File: src/rtl/frs_pkg.sv
package frs_pkg;
  typedef enum logic [1:0] {
    FRS_RUN   = 2'd0,
    FRS_PEND  = 2'd1,
    FRS_HELD  = 2'd2,
    FRS_RECOV = 2'd3
  } frs_state_e;
endpackage

File: src/rtl/frs_sat_count.sv
module frs_sat_count #(
  parameter int W = 5
) (
  input  logic         clk,
  input  logic         rst_n,
  input  logic         clr,
  input  logic         en,
  output logic [W-1:0] cnt
);
  logic [W-1:0] cnt_d;

  always_comb begin
    cnt_d = cnt;
    if (clr)                  cnt_d = '0;
    else if (en && cnt != '1) cnt_d = cnt + W'(1);
  end

  always_ff @(posedge clk or negedge rst_n) begin
    if (!rst_n) cnt <= '0;
    else        cnt <= cnt_d;
  end

  // a saturated count holds, so long windows never wrap around
  a_r7_count_saturates: assert property (@(posedge clk) disable iff (!rst_n)
    (!clr && en && cnt == '1) |=> (cnt == '1));
endmodule

File: src/rtl/frs_ctrl.sv
module frs_ctrl
  import frs_pkg::*;
#(
  parameter int T_RP         = 4,
  parameter int T_READY_IDLE = 10,
  parameter int T_READY_BUSY = 20,
  parameter int T_RH         = 3,
  parameter int W            = 5
) (
  input  logic         clk,
  input  logic         rst_n,
  input  logic         pin_n,
  input  logic         eng_busy,
  input  logic [W-1:0] low_cnt,
  input  logic [W-1:0] rdy_cnt,
  input  logic [W-1:0] rh_cnt,
  output logic         low_clr,
  output logic         low_en,
  output logic         rdy_clr,
  output logic         rdy_en,
  output logic         rh_clr,
  output logic         rh_en,
  output logic         ry_by,
  output logic         eng_abort,
  output logic         dq_tristate,
  output logic         access_block,
  output logic         sm_to_read
);
  localparam logic [W:0] RP_C   = (W+1)'(T_RP);
  localparam logic [W:0] RDYI_C = (W+1)'(T_READY_IDLE);
  localparam logic [W:0] RDYB_C = (W+1)'(T_READY_BUSY);
  localparam logic [W:0] RH_C   = (W+1)'(T_RH);

  frs_state_e state, state_d;
  logic was_busy, was_busy_d;
  logic abort_d, smr_d;
  logic [W:0] low_nx, rh_nx, rdy_lim;
  logic qualify, ready_done, in_reset, busy_at_arrival;

  assign low_nx     = {1'b0, low_cnt} + (W+1)'(1);
  assign rh_nx      = {1'b0, rh_cnt} + (W+1)'(1);
  assign rdy_lim    = was_busy ? RDYB_C : RDYI_C;
  assign ready_done = {1'b0, rdy_cnt} >= rdy_lim;
  assign qualify    = !pin_n && (low_nx >= RP_C) &&
                      (state == FRS_RUN || state == FRS_PEND);
  assign busy_at_arrival = (state == FRS_RUN) ? eng_busy : was_busy;
  assign in_reset   = (state == FRS_HELD) || (state == FRS_RECOV);

  // counter controls
  assign low_clr = pin_n;
  assign low_en  = !pin_n;
  assign rdy_clr = (state == FRS_RUN);
  assign rdy_en  = 1'b1;
  assign rh_clr  = (state != FRS_RECOV);
  assign rh_en   = pin_n;

  always_comb begin
    state_d    = state;
    was_busy_d = was_busy;
    case (state)
      FRS_RUN: if (!pin_n) begin
        was_busy_d = eng_busy;
        state_d    = qualify ? FRS_HELD : FRS_PEND;
      end
      FRS_PEND: begin
        if (pin_n)        state_d = FRS_RUN;
        else if (qualify) state_d = FRS_HELD;
      end
      FRS_HELD: if (pin_n) state_d = FRS_RECOV;
      FRS_RECOV: begin
        if (!pin_n)                           state_d = FRS_HELD;
        else if (rh_nx >= RH_C && ready_done) state_d = FRS_RUN;
      end
      default: state_d = FRS_RUN;
    endcase
    smr_d   = qualify;
    abort_d = qualify && busy_at_arrival;
  end

  always_ff @(posedge clk or negedge rst_n) begin
    if (!rst_n) begin
      state      <= FRS_RUN;
      was_busy   <= 1'b0;
      sm_to_read <= 1'b0;
      eng_abort  <= 1'b0;
    end else begin
      state      <= state_d;
      was_busy   <= was_busy_d;
      sm_to_read <= smr_d;
      eng_abort  <= abort_d;
    end
  end

  assign dq_tristate  = (state == FRS_PEND) || (state == FRS_HELD);
  assign access_block = (state != FRS_RUN);
  assign ry_by = !((in_reset && was_busy && !ready_done) ||
                   (!in_reset && eng_busy));

  // floated outputs always come with blocked access
  a_r3_tristate_blocks: assert property (@(posedge clk) disable iff (!rst_n)
    dq_tristate |-> access_block);
  // a pulse released before qualifying leaves no strobe behind
  a_r4_short_pulse_quiet: assert property (@(posedge clk) disable iff (!rst_n)
    (state == FRS_PEND && pin_n) |=> (state == FRS_RUN && !sm_to_read && !eng_abort));
  // the return-to-read strobe lasts one cycle
  a_r5_single_strobe: assert property (@(posedge clk) disable iff (!rst_n)
    sm_to_read |=> !sm_to_read);
  // an abort only accompanies a qualified reset
  a_r6_abort_with_read: assert property (@(posedge clk) disable iff (!rst_n)
    eng_abort |-> sm_to_read);
  // ready may rise inside a reset only once the internal reset is done
  a_r7_ready_after_done: assert property (@(posedge clk) disable iff (!rst_n)
    ($rose(ry_by) && in_reset) |-> ready_done);
  // recovery never ends before the hold after release
  a_r9_hold_respected: assert property (@(posedge clk) disable iff (!rst_n)
    (state == FRS_RECOV && pin_n && rh_nx < RH_C) |=> (state != FRS_RUN));
endmodule

File: src/rtl/flash_rst_seq.sv
module flash_rst_seq #(
  parameter int T_RP         = 4,
  parameter int T_READY_IDLE = 10,
  parameter int T_READY_BUSY = 20,
  parameter int T_RH         = 3
) (
  input  logic clk,
  input  logic rst_n,
  input  logic rst_pin_n,
  input  logic eng_busy,
  output logic ry_by,
  output logic eng_abort,
  output logic dq_tristate,
  output logic access_block,
  output logic sm_to_read
);
  localparam int MAX_A = (T_RP > T_RH) ? T_RP : T_RH;
  localparam int MAX_B = (T_READY_IDLE > T_READY_BUSY) ? T_READY_IDLE : T_READY_BUSY;
  localparam int MAXV  = (MAX_A > MAX_B) ? MAX_A : MAX_B;
  localparam int W     = $clog2(MAXV + 2);

  logic [W-1:0] low_cnt, rdy_cnt, rh_cnt;
  logic low_clr, low_en, rdy_clr, rdy_en, rh_clr, rh_en;

  frs_sat_count #(.W(W)) u_low (.clk(clk), .rst_n(rst_n), .clr(low_clr), .en(low_en), .cnt(low_cnt));
  frs_sat_count #(.W(W)) u_rdy (.clk(clk), .rst_n(rst_n), .clr(rdy_clr), .en(rdy_en), .cnt(rdy_cnt));
  frs_sat_count #(.W(W)) u_rh  (.clk(clk), .rst_n(rst_n), .clr(rh_clr),  .en(rh_en),  .cnt(rh_cnt));

  frs_ctrl #(
    .T_RP(T_RP), .T_READY_IDLE(T_READY_IDLE), .T_READY_BUSY(T_READY_BUSY),
    .T_RH(T_RH), .W(W)
  ) u_ctrl (
    .clk(clk), .rst_n(rst_n), .pin_n(rst_pin_n), .eng_busy(eng_busy),
    .low_cnt(low_cnt), .rdy_cnt(rdy_cnt), .rh_cnt(rh_cnt),
    .low_clr(low_clr), .low_en(low_en), .rdy_clr(rdy_clr), .rdy_en(rdy_en),
    .rh_clr(rh_clr), .rh_en(rh_en),
    .ry_by(ry_by), .eng_abort(eng_abort), .dq_tristate(dq_tristate),
    .access_block(access_block), .sm_to_read(sm_to_read)
  );
endmodule

File: config.mk
export PLATFORM = sky130hd
export DESIGN_NAME = flash_rst_seq
export DESIGN_NICKNAME = d
export VERILOG_FILES = /design/src/rtl/frs_pkg.sv /design/src/rtl/frs_sat_count.sv /design/src/rtl/frs_ctrl.sv /design/src/rtl/flash_rst_seq.sv
export SDC_FILE = /design/constraint.sdc
export NUM_CORES = 1
export LEC_CHECK = 0
export BUFFER_PORTS_ARGS = -buffer_cell sky130_fd_sc_hd__buf_2
export CAP_MARGIN = 30
export CORE_MARGIN = 2
export CORE_UTILIZATION = 63
export CTS_CLUSTER_SIZE = 14
export DETAILED_ROUTE_END_ITERATION = 8
export PLACE_DENSITY = 0.94
export SETUP_SLACK_MARGIN = 0.15
export SLEW_MARGIN = 20
export SYNTH_ARGS = -nofsm -noshare
export SYNTH_HDL_FRONTEND = slang
export SYNTH_SLANG_ARGS = --single-unit
File: constraint.sdc
create_clock -name clk -period 3.8 [get_ports clk]
set_clock_uncertainty 0.2 [all_clocks]
set_input_delay 0.57 -clock clk [delete_from_list [all_inputs] [get_ports clk]]
set_output_delay 0.57 -clock clk [all_outputs]
set_load 0.03 [all_outputs]
Yosys cells after proc, flatten, opt, wreduce, memory -nomap -nowiden
Index checks and enable logic that the tools add are counted.
Storage, ports and cells
  logic and storage cells: 67
  input bits: 4
  output and inout port bits: 5
  register bits: 20
Cells by class
  reduce and logical (&&, ||, !) cells: 24
  bitwise gates (word level): 1
  $add $sub $neg: 5
  $lt $le $gt $ge: 3
  mux-type cells: 16
  eq/ne operators: 11
Operators by type and width (number)
  5-bit 2-to-1 mux: 7
  5-bit by 1-bit adder with 5-bit output (second input constant): 3
  5-bit inequality test (second input constant): 3
  2-bit 2-to-1 mux: 7
  5-bit by 1-bit adder with 6-bit output (second input constant): 2
  1-bit logical AND: 9
  2-bit case mux with 4 select lines: 1
  2-bit nonzero test: 4
  5-bit by 6-bit >= comparator with 1-bit output: 1
  6-bit by 2-bit >= comparator with 1-bit output (second input constant): 1
  6-bit by 3-bit >= comparator with 1-bit output (second input constant): 1
  2-bit inequality test (second input constant): 3
  2-bit == test (second input constant): 2
  1-bit zero test: 4
  1-bit logical OR: 4
  4-bit AND reduction: 1
  3-bit by 2-bit inequality test with 1-bit output (second input constant): 1
  3-bit inequality test (second input constant): 1
  2-bit by 1-bit == test with 1-bit output (second input constant): 1
  2-bit zero test: 1
  2-bit AND reduction: 1
  1-bit 2-to-1 mux: 1
  1-bit inverter: 1

Longest topological paths before layout
Gate-level depths: netlist (run 1).
  depth after elaboration: 7
  mapped depth: 8
  gate-level depth less buffers: 7

Modules after synthesis
A second synthesis (run 1) with hierarchy kept.
Second synthesis, totals
  cell total of the unflattened synthesis: 126
  area total of the unflattened synthesis: 1268.7 µm²
Modules (own cells, without submodules)
  frs_sat_count: cells each 23, area each 249.0 µm², times used 3, sequential area each 125.1 µm²
  frs_ctrl: cells each 57, area each 521.8 µm², times used 1, sequential area each 125.1 µm²

Worst setup path before layout (run 1)
No wires, ideal clock.
  path type: flip-flop to flip-flop
  start point: reg u_low.cnt[0]
  end point: reg u_ctrl.state[0]
  data required time: 3.475 ns
  data arrival time: 2.085 ns
  clock period less this slack: 2.409 ns
  library setup time: 0.125 ns
  stages on the path, launching flop included: 8
  buffers on the path: 0
  slack: 1.391 ns
  path through: dfrtp_1 -> ha_1 -> and3_1 -> ha_1 -> nor4_1 -> o21ai_1 -> a22oi_2 -> mux2_2
On the way
  longest elaborated chain between the ends: 7
  elaborated cells on any way between the ends: 9
  classes of those cells: add/sub (1); order compare (1); eq/ne (1); mux (3); reduce/logical (3)
Ends and longest elaborated chain
  start, declared: line frs_sat_count.sv:8  | output logic [W-1:0] cnt
  start signal, assigned: line frs_sat_count.sv:20  | else cnt <= cnt_d;
  5-bit by 1-bit adder with 6-bit output (*): line frs_ctrl.sv:40  | assign low_nx = {1'b0, low_cnt} + (W+1)'(1);
  6-bit by 3-bit >= comparator with 1-bit output (*): line frs_ctrl.sv:44  | assign qualify = !pin_n && (low_nx >= RP_C) &&
  1-bit logical AND (*) (2 in series): line frs_ctrl.sv:44
  2-bit 2-to-1 mux: line frs_ctrl.sv:63  | state_d = qualify ? FRS_HELD : FRS_PEND;
  2-bit 2-to-1 mux: line frs_ctrl.sv:61  | FRS_RUN: if (!pin_n) begin
  2-bit case mux with 4 select lines: line frs_ctrl.sv:60  | case (state)
  end signal, assigned: line frs_ctrl.sv:87  | state <= state_d;
  end, declared: line frs_ctrl.sv:34  | frs_state_e state, state_d;
Every way passes the cells marked *; elsewhere a longest branch is shown, timed or not. The select of a mux whose other input is x is not followed.
A chain may end at the register's enable or synchronous reset.

Worst setup path in the final report (run 1)
  start point: reg u_rdy.cnt[3]
  end point: out ry_by
On the way
  longest elaborated chain between the ends: 5
Ends and longest elaborated chain
  start, declared: line frs_sat_count.sv:8
  start signal, assigned: line frs_sat_count.sv:20
  5-bit by 6-bit >= comparator with 1-bit output: line frs_ctrl.sv:43  | assign ready_done = {1'b0, rdy_cnt} >= rdy_lim;
  1-bit zero test: line frs_ctrl.sv:96  | assign ry_by = !((in_reset && was_busy && !ready_done) ||
  1-bit logical AND: line frs_ctrl.sv:96
  1-bit logical OR: line frs_ctrl.sv:96
  1-bit zero test: line frs_ctrl.sv:96
  end, declared: line flash_rst_seq.sv:11  | output logic ry_by,
Every way passes these cells.

==> run summary, run 1 <==
status -> finished, final reports clean
DR vias -> 1,004
fin. max-slew vios -> 0
worst hold path class -> in2reg
post-CTS sizing -> 0
Clock transition at path regs -> 120 ps
max-cap violation count -> 0
largest net degree at the start of global routing -> 21
Core ar. -> 1940 µm²
First-pass DRT Iterations -> 4
# rows -> 16
netlist area before placement -> 1300 µm²
syn nets -> 149
top area cells in the synthesized netlist -> dfrtp_1 39%, ha_1 16%, nor2_1 4.1%
GRT overflow -> 0
VDD IR max -> 0.558 mV
DP Wirelength -> 1890 µm
Seq/Total Area, Yosys -> 38.6%
Die Ht -> 49.4 µm
first-pass GRT wire length -> 4610 µm
Initial Util -> 66.8%
share of layout cells above drive strength 1 -> 13.8%
TritonCTS clock tree -> done
max frequency -> 364 MHz
Pwr Total -> 0.000830 W
ys async rst share -> 100%
setup TNS -> 0 ps
cts bufs inserted -> 3
Hold Path Stages -> 3
commonest cells after routing, fill and taps aside -> 20 x dfrtp_1, 17 x ha_1, 14 x nor2_1, 8 x buf_2, 7 x nand2_1
worst stage delay on the critical path -> 440 ps
Total Wirelength -> 2650 µm
yosys warns -> 0
Slew HR -> 66.1%
Total Routing Usage GR -> 25.0%
clock sinks -> 20
CTS root buffer -> clkbuf_4
final hold vios -> 0
reg2reg setup slack -> 1110 ps
final RePlAce weighted congestion -> 0.811
Buf+Inv Stages, Crit Path -> 1
final setup violation count -> 0
cell mode on critical path -> a21oi_1
drt wl/cell -> 16.0 µm
# nets final -> 160
RSZ-0062 raised after global routing -> no
EDFF count, synth -> 0
antenna violation net count after detailed routing -> 0
CP max stage cell -> dfrtp_1
gate count of the mapped netlist -> 128
Critical Path Source Type -> flop
leak pwr -> 0.719 nW
starting DRC count in detailed routing -> 23
via/cell ratio -> 6.08
H-tree level count -> 1
Yosys reg bits -> 20
Yosys top cell area share -> 38.6%
critical path arrival -> 1980 ps
syn_area_per_cell -> 10.1 µm²
I/O pins -> 9
Die Wd -> 49.4 µm
minimum clock period -> 2750 ps
Port-buffer cells -> 8
cell count along the critical path -> 7
crit path cell chain -> ha_1 > a21o_1 > a21oi_1 > nand3_1 > nor2_1 > a21oi_1 > buf_2
path depth of the worst reg2reg path -> 7
Layout area overhead -> 9.65%
power density over the cells -> 584 nW/µm²
delay-heaviest family, CP -> compound AO/OA/AOI/OAI gates
post-synthesis cell type count -> 35
Required @ worst endpoint -> 3030 ps
main flop type after synthesis -> dfrtp_1
commonest non-fill, non-tap cell in the layout -> dfrtp_1
Final Cycle Share -> 72.3%
area leader, netlist -> dfrtp_1
Worst Tran Pin Value -> 504 ps
Clock Path Buffers -> 2
DRC viols -> 0
Critical Path End Type -> primary output
critical setup path kind -> reg2out
CP max FO -> 3
vias in the first global route -> 1,060
die footprint -> 2440 µm²
antenna violations before repair -> 0
diode count -> 0
clk_lat worst skew -> 310 ps
cell usage after synthesis, types with 2 or more instances:
library cell and number:
mux2i_1 5, a21o_1 3, nand3_1 3, clkbuf_1 3
nand2_1 7, ha_1 17, nor3_1 3, nor2_1 14
xnor2_1 6, and2_1 4, a21oi_1 4, xor2_1 5
and3_1 2, nor2b_1 4, dfrtp_1 20, inv_1 6
nand4b_1 3, o21ai_0 2
sequential cells by signal, summed over array words and instances, names as in the netlist, named ones only:
signal and count:
u_low.cnt 5, u_rdy.cnt 5, u_rh.cnt 5, u_ctrl.eng_abort 1
u_ctrl.sm_to_read 1, u_ctrl.state 1, u_ctrl.was_busy 1
kinds of logic (layout without fill, tap and decap cells):
group / count (synthesis) / after routing / share of synthesized area [%]
mux: 6 / 6 / 4.73
xor+xnor: 11 / 11 / 7.43
simple gates: 46 / 46 / 18.6
fa+ha+maj: 17 / 17 / 16.4
buf+inv: 9 / 19 / 2.61
flops: 20 / 20 / 38.6
compound gates: 19 / 19 / 11.6
final timing paths:
kind                                           from                           to
hold / removal                             eng_busy  u_ctrl.was_busy$_DFFE_PN0P_
hold reg to reg            u_low.cnt[4]$_DFFE_PN0P_     u_low.cnt[4]$_DFFE_PN0P_
min in group asynchronous                     rst_n     u_rdy.cnt[2]$_DFFE_PN0P_
setup / recovery           u_rdy.cnt[3]$_DFFE_PN0P_                        ry_by
max in group asynchronous                     rst_n     u_low.cnt[0]$_DFFE_PN0P_
setup reg to reg           u_low.cnt[0]$_DFFE_PN0P_  u_ctrl.state[0]$_DFFE_PN0P_
cell type report:
cell class                      count  area [µm²]
Multi-Input combinational cell     99         762
Tap cell                           27        33.8
Clock inverter                      1        30.0
Timing Repair Buffer                9        50.0
Inverter                            6        22.5
Clock buffer                        3        22.5
Sequential cell                    20         500
Fill cell                         133         520
where the power goes:
group / switching, W / internal, W / leakage, nW
Clock: 0.0000687 / 0.000107 / 0.0279
Combinational: 0.000228 / 0.000133 / 0.422
Sequential: 0.0000452 / 0.000248 / 0.269
Total: 0.000342 / 0.000488 / 0.719
stage by stage:
step / instance area, µm² / std cells / hold WS, ps / util, % / setup slack [ps]
2_1_floorplan: 1300 / 128 / 74.4 / - / 1390
3_3_place_gp: 1360 / 160 / 335 / 70.0 / 1310
3_5_place_dp: 1360 / 160 / 341 / 70.0 / 1160
4_1_cts: 1420 / 165 / 332 / 73.2 / 1050
5_1_grt: 1420 / 165 / 350 / 73.2 / 947
6_report: 1420 / 165 / 338 / 73.2 / 1050
worst register-to-register path: cells and delay by family (launching register included):
kind,cells,cell delay [ps]
adders and majority gates,2,580
DFF,1,460
and+or+nand+nor,2,590
muxes,1,350
AOI/OAI and AO/OA,2,400
metal layers:
layer | routed length, µm | global-route usage [%]
met1 | 1060 | 28.3
met2 | 1390 | 44.4
met3 | 87 | 3.99
met4 | 108 | 13.8
met5 | 0 | 0
timing repair:
| action | CTS | global route |
|---|---|---|
| setup buffers | 0 | 0 |
| endpoints found under the hold margin | 12 | 0 |
| hold buffers | 1 | 0 |
(Power assumes the default switching activity.)
==> run 2: changes to the inputs <==
- CORE_UTILIZATION: 63 -> 53
- PLACE_DENSITY: 0.94 -> 0.85
- clock period: 3.8 -> 2.4 ns (I/O delays scaled with it)
==> run 2 against run 1 <==
Effect of this change: critical path depth unchanged; final area up 19%; combinational power up 110%; worst hold slack worse by 210 ps; critical endpoint unchanged.
==> run summary, run 2 (synthesis gave the netlist of run 1 again) <==
status -> finished, final reports clean
commonest non-fill, non-tap cell in the layout -> dfrtp_1
H-tree level count -> 1
CTS root buffer -> clkbuf_4
DRC viols -> 0
worst hold path class -> in2reg
Buf+Inv Stages, Crit Path -> 1
final setup violation count -> 0
vias in the first global route -> 1,003
Hold EP -> u_ctrl.was_busy$_DFFE_PN0P_
delay-heaviest family, CP -> flip-flops
Core ar. -> 2250 µm²
cts bufs inserted -> 3
Hold Path Stages -> 3
Required @ worst endpoint -> 1840 ps
Clock Path Buffers -> 2
drt wl/cell -> 16.7 µm
Die Wd -> 53.5 µm
GRT overflow -> 0
reg2reg setup slack -> 120 ps
Critical Path Source Type -> flop
Psw -> 0.000617 W
Reg-to-Reg Start -> u_low.cnt[0]$_DFFE_PN0P_
# nets final -> 174
Total Wirelength -> 3000 µm
diode count -> 0
Initial Util -> 57.5%
commonest cells after routing, fill and taps aside -> 18 x dfrtp_1, 15 x buf_4, 14 x nor2_1, 9 x ha_1
sw frac -> 41.1%
RSZ-0062 raised after global routing -> yes
Slew HR -> 69.0%
Post-DP Area -> 1450 µm²
first-pass GRT wire length -> 4860 µm
Largest regs -> u_low.cnt: 5 flops, u_rdy.cnt: 5 flops, u_rh.cnt: 5 flops
sequential power share -> 31.1%
Layout area overhead -> 30.0%
Pwr Total -> 0.00150 W
register area -> 503 µm²
# rows -> 17
path depth of the worst reg2reg path -> 7
Clock transition at path regs -> 120 ps
CP max stage cell -> dfrtp_2
Reg-to-Reg End -> u_ctrl.state[0]$_DFFE_PN0P_
minimum clock period -> 2350 ps
I/O pins -> 9
First-pass DRT Iterations -> 4
final RePlAce weighted congestion -> 0.865
antenna violation net count after detailed routing -> 0
TritonCTS clock tree -> done
largest net degree at the start of global routing -> 21
DR vias -> 998
share of layout cells above drive strength 1 -> 33.6%
max frequency -> 426 MHz
antenna violations before repair -> 0
fin. max-slew vios -> 0
internal power -> 0.000884 W
Total Routing Usage GR -> 24.4%
setup TNS -> 0 ps
clk_lat worst skew -> 310 ps
fin area -> 1690 µm²
VDD IR max -> 0.890 mV
DP Wirelength -> 1910 µm
fillers -> 145
Worst Tran Pin Value -> 465 ps
Die Ht -> 53.5 µm
clock sinks -> 20
die footprint -> 2860 µm²
Final Cycle Share -> 97.8%
critical path arrival -> 1790 ps
leak pwr -> 0.793 nW
Port-buffer cells -> 8
critical setup path kind -> reg2out
final hold vios -> 0
Critical Path End Type -> primary output
power density over the cells -> 891 nW/µm²
starting DRC count in detailed routing -> 21
worst stage delay on the critical path -> 470 ps
max-cap violation count -> 0
via/cell ratio -> 5.54
Comb power frac -> 49.9%
Worst Hold Launch -> eng_busy
crit path cell chain -> ha_4 > a21o_1 > a21oi_2 > nand3_1 > nor2_1 > a21oi_1 > buf_4
area occupied by multi-input gates -> 912 µm²
Clock Power Share -> 19.0%
CP max FO -> 3
-- run 2: cell types whose count changed in the layout (fill, tap and decap cells not counted), sizes merged --
cell and change:
buf +14
-- run 2: metal layers --
metal / vias to the layer above / GRT usage, % / routed length (µm)
li1: 493 / - / -
met1: 475 / 28.9 / 1300
met2: 28 / 42.8 / 1550
met3: 2 / 5.93 / 134
met4: 0 / 7.69 / 16
met5: - / 0 / 0
-- run 2: worst max path at each step --
stage	start	endpoint	slack, ps	cells past startpoint
6_report	u_ctrl.was_busy$_DFFE_PN0P_	ry_by	50	7
5_1_grt	u_ctrl.was_busy$_DFFE_PN0P_	ry_by	-60	7
4_1_cts	u_ctrl.was_busy$_DFFE_PN0P_	ry_by	80	7
3_5_place_dp	u_rh.cnt[0]$_DFFE_PN0P_	u_ctrl.state[0]$_DFFE_PN0P_	2	7
3_3_place_gp	u_rh.cnt[0]$_DFFE_PN0P_	u_ctrl.state[0]$_DFFE_PN0P_	120	7
2_1_floorplan	u_rh.cnt[1]$_DFFE_PN0P_	u_ctrl.state[0]$_DFFE_PN0P_	150	7
-- run 2: worst min-delay path: stages --
cell	delay [ps]
buf_2	110
nand3b_1	80
nand2_1	50
-- run 2: cell type report --
cell class	count	area share (%)
sequential	20	29.8
clock inverter	1	1.78
multi-input combinational	99	54.1
inverter	6	1.48
clock buffer	3	1.34
timing repair buffer	23	9.35
tap	28	2.08
-- run 2: power by group through the flow --
stage | Clock [W] | Combinational, W | Sequential (W)
6_report | 0.000285 | 0.000749 | 0.000467
5_1_grt | 0.000305 | 0.000821 | 0.000477
4_1_cts | 0.000289 | 0.000662 | 0.000455
3_5_place_dp | 0 | 0.000577 | 0.000466
3_3_place_gp | 0 | 0.000554 | 0.000463
2_1_floorplan | 0 | 0.000437 | 0.000457
-- run 2: stage by stage --
stage	cells	hold WS [ps]	util, %	setup slack (ps)
after global routing	180	113	74.8	-64.2
final	180	124	74.8	52.6
after CTS	178	102	71.8	78.3
after detailed placement	166	141	64.2	1.50
after global placement	166	133	64.2	116
after floorplan	128	-136	-	152
-- run 2: repair_timing --
item	in CTS	in global routing
resized for setup	10	7
hold buffers	1	0
hold endpoints to repair	20	0
pin swaps	6	13
setup buffers	7	2
setup endpoints to repair	3	3
